===== config.mk =====
export PLATFORM = sky130hd
export DESIGN_NAME = wordalign_manual
export DESIGN_NICKNAME = d
export VERILOG_FILES = /design/src/rtl/wa_pkg.sv /design/src/rtl/wa_history.sv /design/src/rtl/wa_matcher.sv /design/src/rtl/wa_ctrl.sv /design/src/rtl/wordalign_manual.sv
export SDC_FILE = /design/constraint.sdc
export NUM_CORES = 1
export LEC_CHECK = 0
export ABC_AREA = 1
export BUFFER_PORTS_ARGS = -buffer_cell sky130_fd_sc_hd__buf_4
export CELL_PAD_IN_SITES_DETAIL_PLACEMENT = 2
export CELL_PAD_IN_SITES_GLOBAL_PLACEMENT = 2
export CORE_MARGIN = 2
export CORE_UTILIZATION = 34
export DETAILED_ROUTE_END_ITERATION = 8
export GPL_TIMING_DRIVEN = 0
export PLACE_DENSITY_LB_ADDON = 0.3
export SYNTH_ARGS = -nofsm -noshare
export SYNTH_HDL_FRONTEND = slang
export SYNTH_SLANG_ARGS = --single-unit
export TNS_END_PERCENT = 1

===== constraint.sdc =====
create_clock -name clk -period 6.3 [get_ports clk]
set_input_delay 0.315 -clock clk [delete_from_list [all_inputs] [get_ports clk]]
set_output_delay 0.315 -clock clk [all_outputs]
set_load 0.01 [all_outputs]

===== src/rtl/wa_pkg.sv =====
package wa_pkg;

    typedef enum logic [1:0] {
        WA_HOLD  = 2'd0,
        WA_SEEK  = 2'd1,
        WA_TRACK = 2'd2
    } wa_state_e;

endpackage


===== src/rtl/wa_history.sv =====
module wa_history #(
    parameter int W = 10
) (
    input  logic           clk,
    input  logic           rst,
    input  logic [W-1:0]   din,
    output logic [2*W-1:0] hist
);
    logic [W-1:0] newer_q;
    logic [W-1:0] older_q;

    always_ff @(posedge clk) begin
        if (rst) begin
            newer_q <= '0;
            older_q <= '0;
        end else begin
            newer_q <= din;
            older_q <= newer_q;
        end
    end

    // Older word occupies the low half: serial order runs upward.
    assign hist = {newer_q, older_q};
endmodule


===== src/rtl/wa_matcher.sv =====
module wa_matcher #(
    parameter int         W       = 10,
    parameter logic [W-1:0] PATTERN = '0,
    parameter int         OW      = 4
) (
    input  logic [2*W-1:0] hist,
    output logic [W-1:0]   hit,
    output logic           any_hit,
    output logic [OW-1:0]  low_off
);
    for (genvar k = 0; k < W; k++) begin : g_off
        assign hit[k] = (hist[k +: W] == PATTERN);
    end

    assign any_hit = |hit;

    always_comb begin
        low_off = '0;
        for (int k = W - 1; k >= 0; k--) begin
            if (hit[k]) low_off = OW'(k);
        end
    end
endmodule


===== src/rtl/wa_ctrl.sv =====
module wa_ctrl
    import wa_pkg::*;
#(
    parameter int W     = 10,
    parameter int OW    = 4,
    parameter bit LEVEL = 1'b1
) (
    input  logic          clk,
    input  logic          rst,
    input  logic          pattern_align,
    input  logic [W-1:0]  hit,
    input  logic          any_hit,
    input  logic [OW-1:0] low_off,
    output logic [OW-1:0] bnd_q,
    output logic [OW-1:0] bnd_n,
    output logic          det_n,
    output logic          sync_n
);
    wa_state_e state_q, state_n;
    logic      pa_q;
    logic      rise;
    logic      seek;
    logic      track;

    assign rise = pattern_align & ~pa_q;

    always_ff @(posedge clk) begin
        if (rst) begin
            state_q <= WA_HOLD;
            bnd_q   <= '0;
            pa_q    <= 1'b0;
        end else begin
            state_q <= state_n;
            bnd_q   <= bnd_n;
            pa_q    <= pattern_align;
        end
    end

    always_comb begin
        state_n = state_q;
        bnd_n   = bnd_q;
        det_n   = 1'b0;
        sync_n  = 1'b0;
        seek    = 1'b0;
        track   = 1'b0;
        unique case (state_q)
            WA_HOLD:  seek  = LEVEL ? pattern_align : rise;
            WA_SEEK:  seek  = LEVEL ? pattern_align : 1'b1;
            WA_TRACK: track = pattern_align;
            default:  seek  = 1'b0;
        endcase
        if (seek) begin
            if (any_hit) begin
                bnd_n   = low_off;
                det_n   = 1'b1;
                sync_n  = 1'b1;
                state_n = LEVEL ? WA_TRACK : WA_HOLD;
            end else begin
                state_n = WA_SEEK;
            end
        end else if (track) begin
            if (hit[bnd_q]) begin
                det_n = 1'b1;
            end else if (any_hit) begin
                bnd_n  = low_off;
                det_n  = 1'b1;
                sync_n = 1'b1;
            end
        end else begin
            state_n = WA_HOLD;
            if (hit[bnd_q]) det_n = 1'b1;
        end
    end
endmodule


===== src/rtl/wordalign_manual.sv =====
module wordalign_manual #(
    parameter int           W       = 10,
    parameter logic [W-1:0] PATTERN = 10'h17C
) (
    input  logic         clk,
    input  logic         rst,
    input  logic [W-1:0] rx_word,
    input  logic         pattern_align,
    output logic [W-1:0] word_out,
    output logic         pat_det,
    output logic         sync_pulse
);
    localparam int OW    = (W > 1) ? $clog2(W) : 1;
    localparam bit LEVEL = (W == 10);

    logic [2*W-1:0] hist;
    logic [W-1:0]   hit;
    logic           any_hit;
    logic [OW-1:0]  low_off;
    logic [OW-1:0]  bnd_q;
    logic [OW-1:0]  bnd_n;
    logic           det_n;
    logic           sync_n;

    wa_history #(.W(W)) u_hist (
        .clk (clk),
        .rst (rst),
        .din (rx_word),
        .hist(hist)
    );

    wa_matcher #(.W(W), .PATTERN(PATTERN), .OW(OW)) u_match (
        .hist   (hist),
        .hit    (hit),
        .any_hit(any_hit),
        .low_off(low_off)
    );

    wa_ctrl #(.W(W), .OW(OW), .LEVEL(LEVEL)) u_ctrl (
        .clk          (clk),
        .rst          (rst),
        .pattern_align(pattern_align),
        .hit          (hit),
        .any_hit      (any_hit),
        .low_off      (low_off),
        .bnd_q        (bnd_q),
        .bnd_n        (bnd_n),
        .det_n        (det_n),
        .sync_n       (sync_n)
    );

    // Output stage: flags and the word leave together.
    always_ff @(posedge clk) begin
        if (rst) begin
            word_out   <= '0;
            pat_det    <= 1'b0;
            sync_pulse <= 1'b0;
        end else begin
            word_out   <= hist[bnd_n +: W];
            pat_det    <= det_n;
            sync_pulse <= sync_n;
        end
    end
endmodule


-- Yosys cells after proc, flatten, opt, wreduce, memory -nomap -nowiden
Index checks and enable logic that the tools add are counted.
Widths: inputs -> output; s select.
- latch bits: 0
- RAM bits: 0
- bits of input ports: 13
- register bits: 38
- output and inout port bits: 12
- ROM bits: 0
- memories: 0
- word-level logic and storage cells: 54
- shifts and indexed selects: 1
- $lt $le $gt $ge: 1
- divide/modulo/power cells: 0
- bitwise operators: 0
- mux-type cells: 29
- add/subtract/negate cells: 0
- reduce and logical (&&, ||, !) cells: 3
- $mul: 0
- equal/unequal tests: 13
- operators with widths (operator ; count):
    $eq 10x9->1 const B ; 10
    $mux 4 ; 14
    $shiftx 20x5->10 ; 1
    $mux 1 ; 11
    $reduce_or 10->1 ; 1
    $mux 2 ; 3
    $lt 4x5->1 const B ; 1
    $bmux 1 s4 ; 1
    $eq 2x1->1 const B ; 1
    $eq 2x2->1 const B ; 1
    $logic_not 2->1 ; 1
    $ne 2x1->1 const B ; 1
    $reduce_or 2->1 ; 1

-- Longest topological paths before layout
Gate-level depths: netlist of run 1.
- depth in word-level cells: 16
- depth in mapped cells: 22
- mapped depth without buffers: 22

-- By module
Synthesis of run 1 repeated with hierarchy kept, for this count alone.
- cell total of the unflattened synthesis: 414
- area, all modules: 2553.7 um2
- by module, submodules not included (module ; instances ; cells an instance ; area an instance (um2) ; seq. area each (um2)):
    wordalign_manual ; 1 ; 189 ; 1091.0 ; 240.2
    wa_history ; 1 ; 62 ; 573.0 ; 400.4
    wa_ctrl ; 1 ; 79 ; 485.5 ; 120.1
    wa_matcher ; 1 ; 84 ; 404.1 ; 0.0

-- Worst setup path before layout of run 1
OpenSTA, ideal clock, no wires.
- kind: register to register
- start: reg u_hist.older_q[8]
- end: reg word_out[1]
- stages on the path, launching flop included: 20
- setup slack: 4277 ps
- required time: 6186 ps
- data arrival time: 1910 ps
- path buffers: 2
- library setup time: 114 ps
- period minus slack after synthesis: 2023 ps
- cell sequence: dfxtp_1 nand2_1 nor2_1 nand3_2 nand2_1 nor2_2 nand2_2 inv_2 nand2_4 nand2_4 inv_4 nand2_4 nand2_4 nand2_4 buf_6 buf_6 o211ai_1 nand3_1 nand3_1 nand2_1
- longest elaborated chain between the ends: 15
- elaborated cells on any way between the ends: 26
- classes of those cells: 9 x eq/ne; 1 x shift; 15 x mux; 1 x reduce/logical
- ends and longest elaborated chain (what ; line ; RTL):
    from (decl) ; wa_history.sv:10 ; logic [W-1:0] older_q;
    from (signal assigned) ; wa_history.sv:18 ; older_q <= newer_q;
    $eq 10x9->1 ; wa_matcher.sv:12 ; assign hit[k] = (hist[k +: W] == PATTERN);
    $mux 4 (9 in a row) ; wa_matcher.sv:20 ; if (hit[k]) low_off = OW'(k);
    $mux 4 ; wa_ctrl.sv:53, wa_ctrl.sv:64 ;
    $mux 4 ; wa_ctrl.sv:62 ; if (hit[bnd_q]) begin
    $mux 4 ; wa_ctrl.sv:61 ; end else if (track) begin
    $mux 4 ; wa_ctrl.sv:52 ; if (seek) begin
    $shiftx 20x5->10 * ; wordalign_manual.sv:59 ; word_out <= hist[bnd_n +: W];
    to (signal assigned) ; wordalign_manual.sv:59 ;
    to (decl) ; wordalign_manual.sv:9 ; output logic [W-1:0] word_out,
Every way passes the cells marked *; elsewhere a longest branch is shown, timed or not. The select of a mux whose other input is x is not followed.
A chain may end at the register's enable or synchronous reset.

-- Worst setup path in the final report of run 1
- start: reg u_hist.older_q[8]
- end: reg word_out[7]
The elaborated chain is that of the path after synthesis.

==> results.tsv, run 1 <==
metric	value	unit
sw_frac_of_total	29.8	%
syn-num-nets	420	
path_class	reg2reg	
dr_total_vias	2867	
cp_max_fo	10	
number_of_endpoints_with_negative_hold_slack_in_the_final_report	0	
main_combinational_cell_family_by_area_after_synthesis	simple AND/OR/NAND/NOR gates	
synth_sequential_area_ratio	29.7	%
yosysUniqueCellTypes	28	
grt_most_used_layer	met2	
via_cell_ratio	5.34	
share_of_the_synthesized_area_in_compound_gates_ao_oa_aoi_oai	5.19	%
synth_xor_xnor_area_share	0	%
synthesis.area	2560	um^2
design.die.area	8230	um^2
floorplan.initialDensity	35.3	%
core_area	7250	um^2
worst-slew-pin-transition	0.689	ns
post-route-min-period	2.84	ns
post_cts.resized_instances	0	
antennaDiodeCount	0	
place.gp.congestion	0.846	
crit_path_cell_trace	inv_1 -> nand2_1 -> nor2_1 -> nand4_1 -> nand2_1 -> nor2_1 -> nand2_2 -> nor2_1 -> a21oi_1 -> o21ai_1 -> nand2_1 -> o21ai_1 -> buf_4 -> nand3_1 -> nand3_1 -> a21oi_2	
report.final.setup_viol	0	
groute.layer.met1.usage	30.6	%
postCtsSetupRepairBufs	0	
postSynthRegisterBits	38	
synthTopCellsByCount	nand2_1, nand3_1, nor2_1	
n_fill_cell	916	
dp.final_hpwl	7870	um
min_period_over_period	45.0	%
net-switching-power	0.000194	W
port_buffers	23	
rsz0062_at_grt	false	
synthesis.instances	407	
number_of_antenna_violations_at_the_first_check_in_global_routing	0	
synth_largest_type_area_fraction	29.7	%
worst_path_max_delay_cell	dfxtp_1	
drive_above_1_share	18.0	%
fin_setup_tns	0	ns
cts-hold-fix-buffers	0	
floorplan.io_pins	25	
total_leakage_power	1.47	nW
fin_nets	450	
grt_pass1_vias	3185	
worstPathBufferInverterCount	2	
drt_first_iter_violations	142	
dp_worst_setup_slack	3.61	ns
asyncSetResetFlopFracSynth	0	%
critical_path_arrival	3.00	ns
post-synth-top-area-cell	dfxtp_1	
cp_top_family	simple AND/OR/NAND/NOR gates	
synth-simple-area-share	53.1	%
maxSlewHeadroom	54.0	%
tritoncts.num_buffers	5	
worst_setup_start_kind	flop	
global_route.usage.met3	3.34	%
share_comb_of_total_power	18.7	%
synth-adder-area-share	0	%
internal_power	0.000457	W
number_of_instances_in_the_placed_design	529	
final.setup_skew	0.00512	ns
finish.cell_count_without_fillers	537	
met2_usage	47.6	%
worst-r2r-setup-slack	3.46	ns
fmax	0.352	GHz
required_time_reported_for_the_critical_path_endpoint	6.46	ns
clkTransAtPathRegs	0.09	ns
final.hold.worst_slack	0.220	ns
signed_area_change_from_the_synthesized_netlist_to_the_final_layout	17.0	%
routedWlPerCell	18.8	um
setup.worst_path.end_class	flop	
grt_first_pass_wirelength	16500	um
worst_ir_drop_vdd	125	uV
synth.most_common_cell	nand2_1	
share_clk_of_total_power	40.2	%
clk_root_buffer_cell	clkbuf_8	
outcome	complete, no violations	
postRouteAntennaNets	0	
finalWorstSetupSlack	3.46	ns
maxCapViolations	0	
total_design_power	0.000651	W
timing.critical_path.slowest_cell_delay	0.50	ns
h-tree-depth	2	
finalMaxSlewViolations	0	
tritoncts_clock_tree	done	
muxShareOfSynthArea	0	%
die_x	90.7	um
detail_route.wirelength	10100	um
synth_top_flop_cell	dfxtp_1	
grt.total_usage	25.6	%
clock_sinks	38	
yosys_warnings	0	
overflow_after_grt	0	
firstDrtPassIters	4	
power.share.sequential	41.1	%
grt_max_degree	14	
fp.dieH	90.7	um
clock_path_buffers	2	
synth_edf_count	0	
drc	0	
per_instance_average_area_after_synthesis	6.28	um^2
hold_path_class	in2reg	
cellPowerDensity	218	nW/um^2
netlist_top_cells_area	dfxtp_1, nand3_1, nand2_1	
core.rowCount	31	
worst_skew_pair.late_latency	0.30	ns
stage by stage:
step	util, %	cell area (um^2)
floorplan	-	2560
global placement	39.3	2850
detailed placement	39.3	2850
CTS	41.2	2990
global route	41.2	2990
finish	41.2	2990
metal layers:
metal	up-vias	share of wire (%)	routed length, um
li1	1383	-	-
met1	1424	44	4470
met2	45	52	5280
met3	15	2.0	205
met4	0	1.7	170
met5	-	0	0
worst register-to-register path, stage by stage (launching register included):
cell	delay [ns]
dfxtp_1	0.50
inv_1	0.18
nand2_1	0.14
nor2_1	0.05
nand4_1	0.06
nand2_1	0.10
nor2_1	0.19
nand2_2	0.09
nor2_1	0.15
a21oi_1	0.14
o21ai_1	0.20
nand2_1	0.08
o21ai_1	0.24
buf_4	0.26
nand3_1	0.14
nand3_1	0.12
a21oi_2	0.06
power by group through the flow:
stage | logic [W] | clock network, W | registers (W)
after CTS | 0.000122 | 0.000264 | 0.000267
final | 0.000122 | 0.000262 | 0.000267
after global placement | 0.000114 | 0 | 0.000272
after detailed placement | 0.000120 | 0 | 0.000273
after floorplan | 0.0000732 | 0 | 0.000272
after global routing | 0.000135 | 0.000275 | 0.000269
state kept, by name (all words and copies together) (netlist names):
signal	flops
pat_det	1
sync_pulse	1
u_ctrl.bnd_q	4
u_ctrl.state_q	2
u_hist.newer_q	10
u_hist.older_q	10
word_out	10
layout make-up:
type                    instances  area (um^2)  share of cell area (%)
multi-input cells             304         1490                    49.9
flip-flops and latches         38          761                    25.4
inverters                      51          199                    6.65
repair buffers                 23          173                    5.77
well taps                      99          124                    4.14
plain buffers                  14          106                    3.55
clock buffers                   5         68.8                    2.30
clock inverters                 3         68.8                    2.30
placed cells by master, fill, tap and decap left out, types with 8 or more instances in the layout:
cell type / netlist / routed
inv_2: 8 / 8
nor2_1: 48 / 48
nor3_1: 8 / 8
a21oi_1: 8 / 8
inv_1: 41 / 41
buf_4: 4 / 27
nand2_2: 8 / 8
nand3_1: 94 / 94
dfxtp_1: 38 / 38
o211ai_1: 8 / 8
nand2_1: 98 / 98
cells by family (layout without fill, tap and decap cells):
family | count (synthesis) | after routing
buffers and inverters | 65 | 96
AOI/OAI and AO/OA | 21 | 21
DFF | 38 | 38
and+or+nand+nor | 283 | 283
final timing paths:
| path | startpoint | depth (start not counted) | endpoint |
|---|---|---|---|
| setup reg to reg | u_hist.older_q[8]$_SDFF_PP0_ | 16 | word_out[7]$_SDFF_PP0_ |
| hold / removal | rx_word[1] | 3 | u_hist.newer_q[1]$_SDFF_PP0_ |
| setup / recovery | u_hist.older_q[8]$_SDFF_PP0_ | 16 | word_out[7]$_SDFF_PP0_ |
| hold reg to reg | u_hist.newer_q[9]$_SDFF_PP0_ | 2 | u_hist.older_q[9]$_SDFF_PP0_ |
Power figures use the tool's default switching activity.
==> run 2, diff against run 1 <==
--- a/config.mk
+++ b/config.mk
@@ -10,7 +10,7 @@
 export CELL_PAD_IN_SITES_DETAIL_PLACEMENT = 2
 export CELL_PAD_IN_SITES_GLOBAL_PLACEMENT = 2
 export CORE_MARGIN = 2
-export CORE_UTILIZATION = 34
+export CORE_UTILIZATION = 29
 export DETAILED_ROUTE_END_ITERATION = 8
 export GPL_TIMING_DRIVEN = 0
 export PLACE_DENSITY_LB_ADDON = 0.3
==> constraint.sdc (replaced) <==
create_clock -name clk -period 2.29 [get_ports clk]
set_input_delay 0.1145 -clock clk [delete_from_list [all_inputs] [get_ports clk]]
set_output_delay 0.1145 -clock clk [all_outputs]
set_load 0.01 [all_outputs]
==> run 2 against run 1 <==
The run now ends with setup timing left. Die area is 16% higher. Wire length increased by 29%. Total power increased to 3.0 times the previous value. Highest routed layer unchanged. Setup slack lost 3.8 ns. Critical path depth increased by 3. Largest cell class unchanged.
==> results.tsv, run 2 (synthesis gave the netlist of run 1 again) <==
metric	value	unit
floorplan.initialDensity	29.6	%
hold_path_class	in2reg	
layout_commonest_cell	nand2_1	
place.gp.congestion	0.816	
path_class	reg2reg	
core_area	8640	um^2
routedWlPerCell	22.9	um
overflow_after_grt	0	
antennaDiodeCount	0	
design.die.area	9590	um^2
dp.final_hpwl	7550	um
sw_frac_of_total	32.0	%
postLayoutCellArea	3830	um^2
core.rowCount	34	
dpl_cell_area	2870	um^2
internal_power	0.00131	W
floorplan.io_pins	25	
total_design_power	0.00193	W
detail_route.wirelength	13000	um
required_time_reported_for_the_critical_path_endpoint	2.50	ns
worst-slew-pin-transition	0.644	ns
clkTransAtPathRegs	0.09	ns
timing.critical_path.slowest_cell_delay	0.42	ns
worst_skew_pair.late_latency	0.31	ns
maxCapViolations	0	
worst_ir_drop_vdd	205	uV
share_comb_of_total_power	24.5	%
finalMaxSlewViolations	0	
layout_common_cells	nand2_1, nand3_1, nand3_2	
die_x	97.9	um
n_fill_cell	988	
r2r-start	u_hist.older_q[3]$_SDFF_PP0_	
tritoncts_clock_tree	done	
clk_root_buffer_cell	clkbuf_8	
worst_path_max_delay_cell	dfxtp_4	
number_of_endpoints_with_negative_hold_slack_in_the_final_report	0	
dr_total_vias	3158	
hold_path.startpoint	rx_word[9]	
cp_max_fo	6	
failed_checks	setup timing	
grt_first_pass_wirelength	17800	um
h-tree-depth	2	
signed_area_change_from_the_synthesized_netlist_to_the_final_layout	49.9	%
final.setup_skew	0.0107	ns
outcome	finished with violations	
rr_worst_depth	19	
maxSlewHeadroom	57.1	%
net-switching-power	0.000618	W
report.final.setup_viol	10	
cellPowerDensity	503	nW/um^2
via_cell_ratio	5.55	
fmax	0.378	GHz
cts-hold-fix-buffers	0	
hold_depth	3	
grt_max_degree	14	
drt_first_iter_violations	157	
min_period_over_period	116	%
tritoncts.num_buffers	5	
post-route-min-period	2.65	ns
number_of_antenna_violations_at_the_first_check_in_global_routing	0	
firstDrtPassIters	4	
reg.largest.list	u_hist.newer_q: 10 flops, u_hist.older_q: 10 flops, word_out: 10 flops	
postRouteAntennaNets	0	
critical_path_arrival	2.85	ns
fp.dieH	97.9	um
grt_pass1_vias	3348	
power.share.sequential	38.2	%
clock_sinks	38	
crit_path_cell_trace	nand2_1 -> nor3_2 -> nand3_2 -> nand2_1 -> nand3_1 -> nand3_1 -> nand3_2 -> nand2_2 -> nand2_4 -> nand2_4 -> nand2_8 -> nand2_8 -> buf_8 -> buf_8 -> nand2_1 -> o211ai_1 -> nand3_1 -> nand3_1 -> nand2_1	
setup.worst_path.end_class	flop	
rsz0062_at_grt	true	
drc	0	
port_buffers	23	
grt.total_usage	23.7	%
share_clk_of_total_power	37.3	%
drive_above_1_share	47.3	%
cp-startpoint	u_hist.older_q[3]$_SDFF_PP0_	
finalWorstSetupSlack	-0.357	ns
clock_path_buffers	2	
fin_nets	473	
worst_setup_start_kind	flop	
total_leakage_power	1.76	nW
## run 2: cell count changes in the layout (fill, tap and decap cells not counted), sizes merged
| cell | change |
|---|---|
| clkinv | +1 |
| buf | +20 |
| clkbuf | +2 |
## run 2: power by group through the flow
stage | registers, W | logic (W) | clock network (W)
after floorplan | 0.000747 | 0.000202 | 0
after global placement | 0.000748 | 0.000319 | 0
after detailed placement | 0.000750 | 0.000330 | 0
after CTS | 0.000733 | 0.000388 | 0.000724
after global routing | 0.000742 | 0.000503 | 0.000758
final | 0.000737 | 0.000473 | 0.000720
## run 2: metal layers
layer	global-route usage, %	wire [um]	share of wire [%]	vias up
met5	0	0	0	-
met4	8.01	497	3.8	0
met3	3.65	554	4.3	40
met2	43.1	6950	53	108
met1	28.3	5010	39	1580
li1	-	-	-	1430
## run 2: area by class of cell
type | instances | area [um^2] | area share, %
buffer | 14 | 153 | 3.98
clock buffer | 5 | 68.8 | 1.80
clock inverter | 3 | 68.8 | 1.80
inverter | 51 | 234 | 6.10
multi-input combinational | 304 | 1930 | 50.4
sequential | 38 | 816 | 21.3
tap | 108 | 135 | 3.52
timing repair buffer | 45 | 419 | 10.9
timing repair inverter | 1 | 8.76 | 0.228
## run 2: final timing paths
path | slack (ns) | to
max | -0.36 | word_out[0]$_SDFF_PP0_
min | 0.002 | u_hist.newer_q[9]$_SDFF_PP0_
max reg2reg | -0.36 | word_out[0]$_SDFF_PP0_
min reg2reg | 0.49 | u_hist.older_q[9]$_SDFF_PP0_
## run 2: timing repair
item,CTS,global route
gates cloned,3,2
endpoints found under the setup margin,12,12
gates resized for setup,107,69
pin swaps,27,33
buffers inserted,13,5
## run 2: through the flow
stage / utilization [%] / setup WS [ns] / std cells / hold slack [ns] / setup TNS [ns]
detailed placement: 33.2 / -0.422 / 538 / 0.326 / -3.94
floorplan: - / 0.267 / 407 / 0.221 / 0
CTS: 40.5 / -0.101 / 562 / 0.00691 / -0.881
global placement: 33.2 / -0.329 / 538 / 0.315 / -2.85
finish: 44.4 / -0.357 / 569 / 0.00169 / -2.27
global route: 44.4 / -0.438 / 569 / 0.0135 / -4.01
## run 2: critical path, delay by kind of cell, from the launching register on
| family | cells | cell delay [ns] |
|---|---|---|
| buf+inv | 2 | 0.26 |
| flops | 1 | 0.42 |
| compound gates | 1 | 0.15 |
| simple gates | 16 | 1.70 |
==> run 3, diff against run 2 <==
--- a/config.mk
+++ b/config.mk
@@ -6,7 +6,7 @@
 export NUM_CORES = 1
 export LEC_CHECK = 0
 export ABC_AREA = 1
-export BUFFER_PORTS_ARGS = -buffer_cell sky130_fd_sc_hd__buf_4
+export BUFFER_PORTS_ARGS = -buffer_cell sky130_fd_sc_hd__buf_2
 export CELL_PAD_IN_SITES_DETAIL_PLACEMENT = 2
 export CELL_PAD_IN_SITES_GLOBAL_PLACEMENT = 2
 export CORE_MARGIN = 2
==> run 3 against run 2 <==
The run still ends with setup timing left. Cell area is 1.9% higher. First-iteration DRC count shrank 11%. Global-route usage shrank 0.090 points. Via count is 1.2% lower. Clock skew rose by 0.0022 ns. Cell count increased by 1.8%. Combinational power increased by 3%. Largest cell class unchanged. Largest power group unchanged.
==> results.tsv, run 3 (synthesis gave the netlist of run 1 again) <==
metric	value	unit
timing.rr.end	word_out[3]$_SDFF_PP0_	
layout_common_cells	nand2_1, nand3_1, nand2_2	
post-route-min-period	2.62	ns
port_buffers	23	
grt_first_pass_wirelength	17700	um
clkTransAtPathRegs	0.09	ns
layout.core_utilization	45.2	%
required_time_reported_for_the_critical_path_endpoint	2.49	ns
n_fill_cell	989	
maxSlewHeadroom	51.5	%
worst-slew-pin-transition	0.728	ns
number_of_instances_in_the_placed_design	538	
r2r-start	u_hist.older_q[7]$_SDFF_PP0_	
place.gp.congestion	0.805	
design.die.area	9590	um^2
via_cell_ratio	5.39	
h-tree-depth	2	
finalWorstSetupSlack	-0.325	ns
fp.dieH	97.9	um
critical_path_arrival	2.82	ns
die_x	97.9	um
worst_setup_start_kind	flop	
postRouteAntennaNets	0	
dp_worst_setup_slack	-0.362	ns
total_leakage_power	1.83	nW
timing.critical_path.slowest_cell_delay	0.41	ns
number_of_cells_on_the_critical_path	20	
dpl_cell_area	2810	um^2
clock_path_buffers	2	
cp-startpoint	u_hist.older_q[7]$_SDFF_PP0_	
firstDrtPassIters	4	
cellPowerDensity	444	nW/um^2
fmax	0.382	GHz
hold_path_class	in2reg	
rr_worst_depth	20	
antennaDiodeCount	0	
cp_top_family	simple AND/OR/NAND/NOR gates	
worst_skew_pair.late_latency	0.31	ns
dp.final_hpwl	7770	um
core.rowCount	34	
number_of_endpoints_with_negative_hold_slack_in_the_final_report	0	
failed_checks	setup timing	
worst_ir_drop_vdd	221	uV
clk_root_buffer_cell	clkbuf_8	
finalMaxSlewViolations	0	
number_of_antenna_violations_at_the_first_check_in_global_routing	0	
core_area	8640	um^2
postLayoutCellArea	3910	um^2
grt_max_degree	14	
setup.worst_path.end_class	flop	
path_class	reg2reg	
reg.largest.list	u_hist.newer_q: 10 flops, u_hist.older_q: 10 flops, word_out: 10 flops	
crit_path_cell_trace	inv_6 -> nor3_4 -> nand3b_1 -> nand2_1 -> nand3_1 -> nand3_1 -> nand3_2 -> nand2_2 -> nand2_4 -> nand2_4 -> nand2_8 -> nand2_8 -> buf_4 -> nand2_1 -> nand3_4 -> nand2_2 -> nand2_2 -> nand2_2 -> nand2_1 -> nand2_1	
floorplan.initialDensity	29.6	%
drt_first_iter_violations	139	
grt_pass1_vias	3276	
rsz0062_at_grt	true	
worst-r2r-setup-slack	-0.33	ns
floorplan.io_pins	25	
drc	0	
overflow_after_grt	0	
finish.cell_count_without_fillers	579	
final.hold.worst_slack	0.00604	ns
signed_area_change_from_the_synthesized_netlist_to_the_final_layout	52.7	%
cp_max_fo	10	
outcome	finished with violations	
worstPathBufferInverterCount	2	
report.final.setup_viol	11	
fin_nets	483	
tritoncts.num_buffers	5	
dr_total_vias	3119	
min_period_over_period	114	%
grt.total_usage	23.6	%
drive_above_1_share	50.1	%
routedWlPerCell	22.7	um
clock_sinks	38	
worst_setup_path_endpoint	word_out[3]$_SDFF_PP0_	
worst_path_max_delay_cell	dfxtp_4	
final.setup_skew	0.0128	ns
tritoncts_clock_tree	done	
detail_route.wirelength	13100	um
maxCapViolations	0	
## run 3: changes by cell type in the layout (fill, tap and decap cells not counted), moves of 4 or more
cell,delta
nand2_4,+6
nor2_4,+4
buf_4,-15
buf_2,+23
nand2_2,+4
nand2_1,-10
nand3_1,+6
nand3_2,-9
## run 3: worst min-delay path by stage
stage                from                      endpoint  slack [ns]  cells after the start
5_1_grt        rx_word[1]  u_hist.newer_q[1]$_SDFF_PP0_       0.004                      3
2_1_floorplan  rx_word[0]  u_hist.newer_q[0]$_SDFF_PP0_        0.22                      2
6_report       rx_word[1]  u_hist.newer_q[1]$_SDFF_PP0_       0.006                      3
4_1_cts        rx_word[4]  u_hist.newer_q[4]$_SDFF_PP0_       0.003                      3
3_5_place_dp   rx_word[5]  u_hist.newer_q[5]$_SDFF_PP0_        0.33                      3
3_3_place_gp   rx_word[3]  u_hist.newer_q[3]$_SDFF_PP0_        0.32                      3
## run 3: final cells by class
cell class                      count  area, um^2  share of cell area, %
Clock inverter                      3        21.3                  0.545
Timing Repair Buffer               56         467                   12.0
Sequential cell                    38         816                   20.9
Multi-Input combinational cell    304        2030                   51.9
Buffer                             14         136                   3.49
Inverter                           51         234                   5.99
Clock buffer                        5        68.8                   1.76
Tap cell                          108         135                   3.46
## run 3: where the power goes
| part | leakage [nW] | switching (W) | internal, W |
|---|---|---|---|
| registers | 0.323 | 0.0000444 | 0.000694 |
| clock network | 0.0441 | 0.000294 | 0.000215 |
| logic | 1.46 | 0.000304 | 0.000184 |
| total | 1.83 | 0.000643 | 0.00109 |
## run 3: worst register-to-register path, cell delays in order, from the launching register on
cell and delay, ns:
dfxtp_4 0.41, inv_6 0.07, nor3_4 0.20, nand3b_1 0.18
nand2_1 0.11, nand3_1 0.07, nand3_1 0.12, nand3_2 0.09
nand2_2 0.09, nand2_4 0.08, nand2_4 0.11, nand2_8 0.08
nand2_8 0.09, buf_4 0.18, nand2_1 0.17, nand3_4 0.14
nand2_2 0.07, nand2_2 0.05, nand2_2 0.06, nand2_1 0.08
nand2_1 0.06
## run 3: timing repair
item                                    4_1_cts  5_1_grt
gates cloned                                  2        2
hold buffers                                  3        0
buffers inserted                             16       10
pin swaps                                    31       37
endpoints found under the setup margin       12       13
gates resized for setup                     101       97
endpoints found under the hold margin         3        0
## run 3: routing by layer
metal	vias to the layer above	global-route usage, %	share of wire, %
met5	-	0	0
met4	0	5.98	2.9
li1	1447	-	-
met1	1563	29.1	41
met3	31	2.72	3.4
met2	78	43.5	52
## run 3: through the flow
step / total power [W] / TNS (ns)
2_1_floorplan: 0.000949 / 0
3_3_place_gp: 0.00105 / -2.63
3_5_place_dp: 0.00106 / -3.53
4_1_cts: 0.00162 / -1.07
5_1_grt: 0.00181 / -4.24
6_report: 0.00173 / -2.67
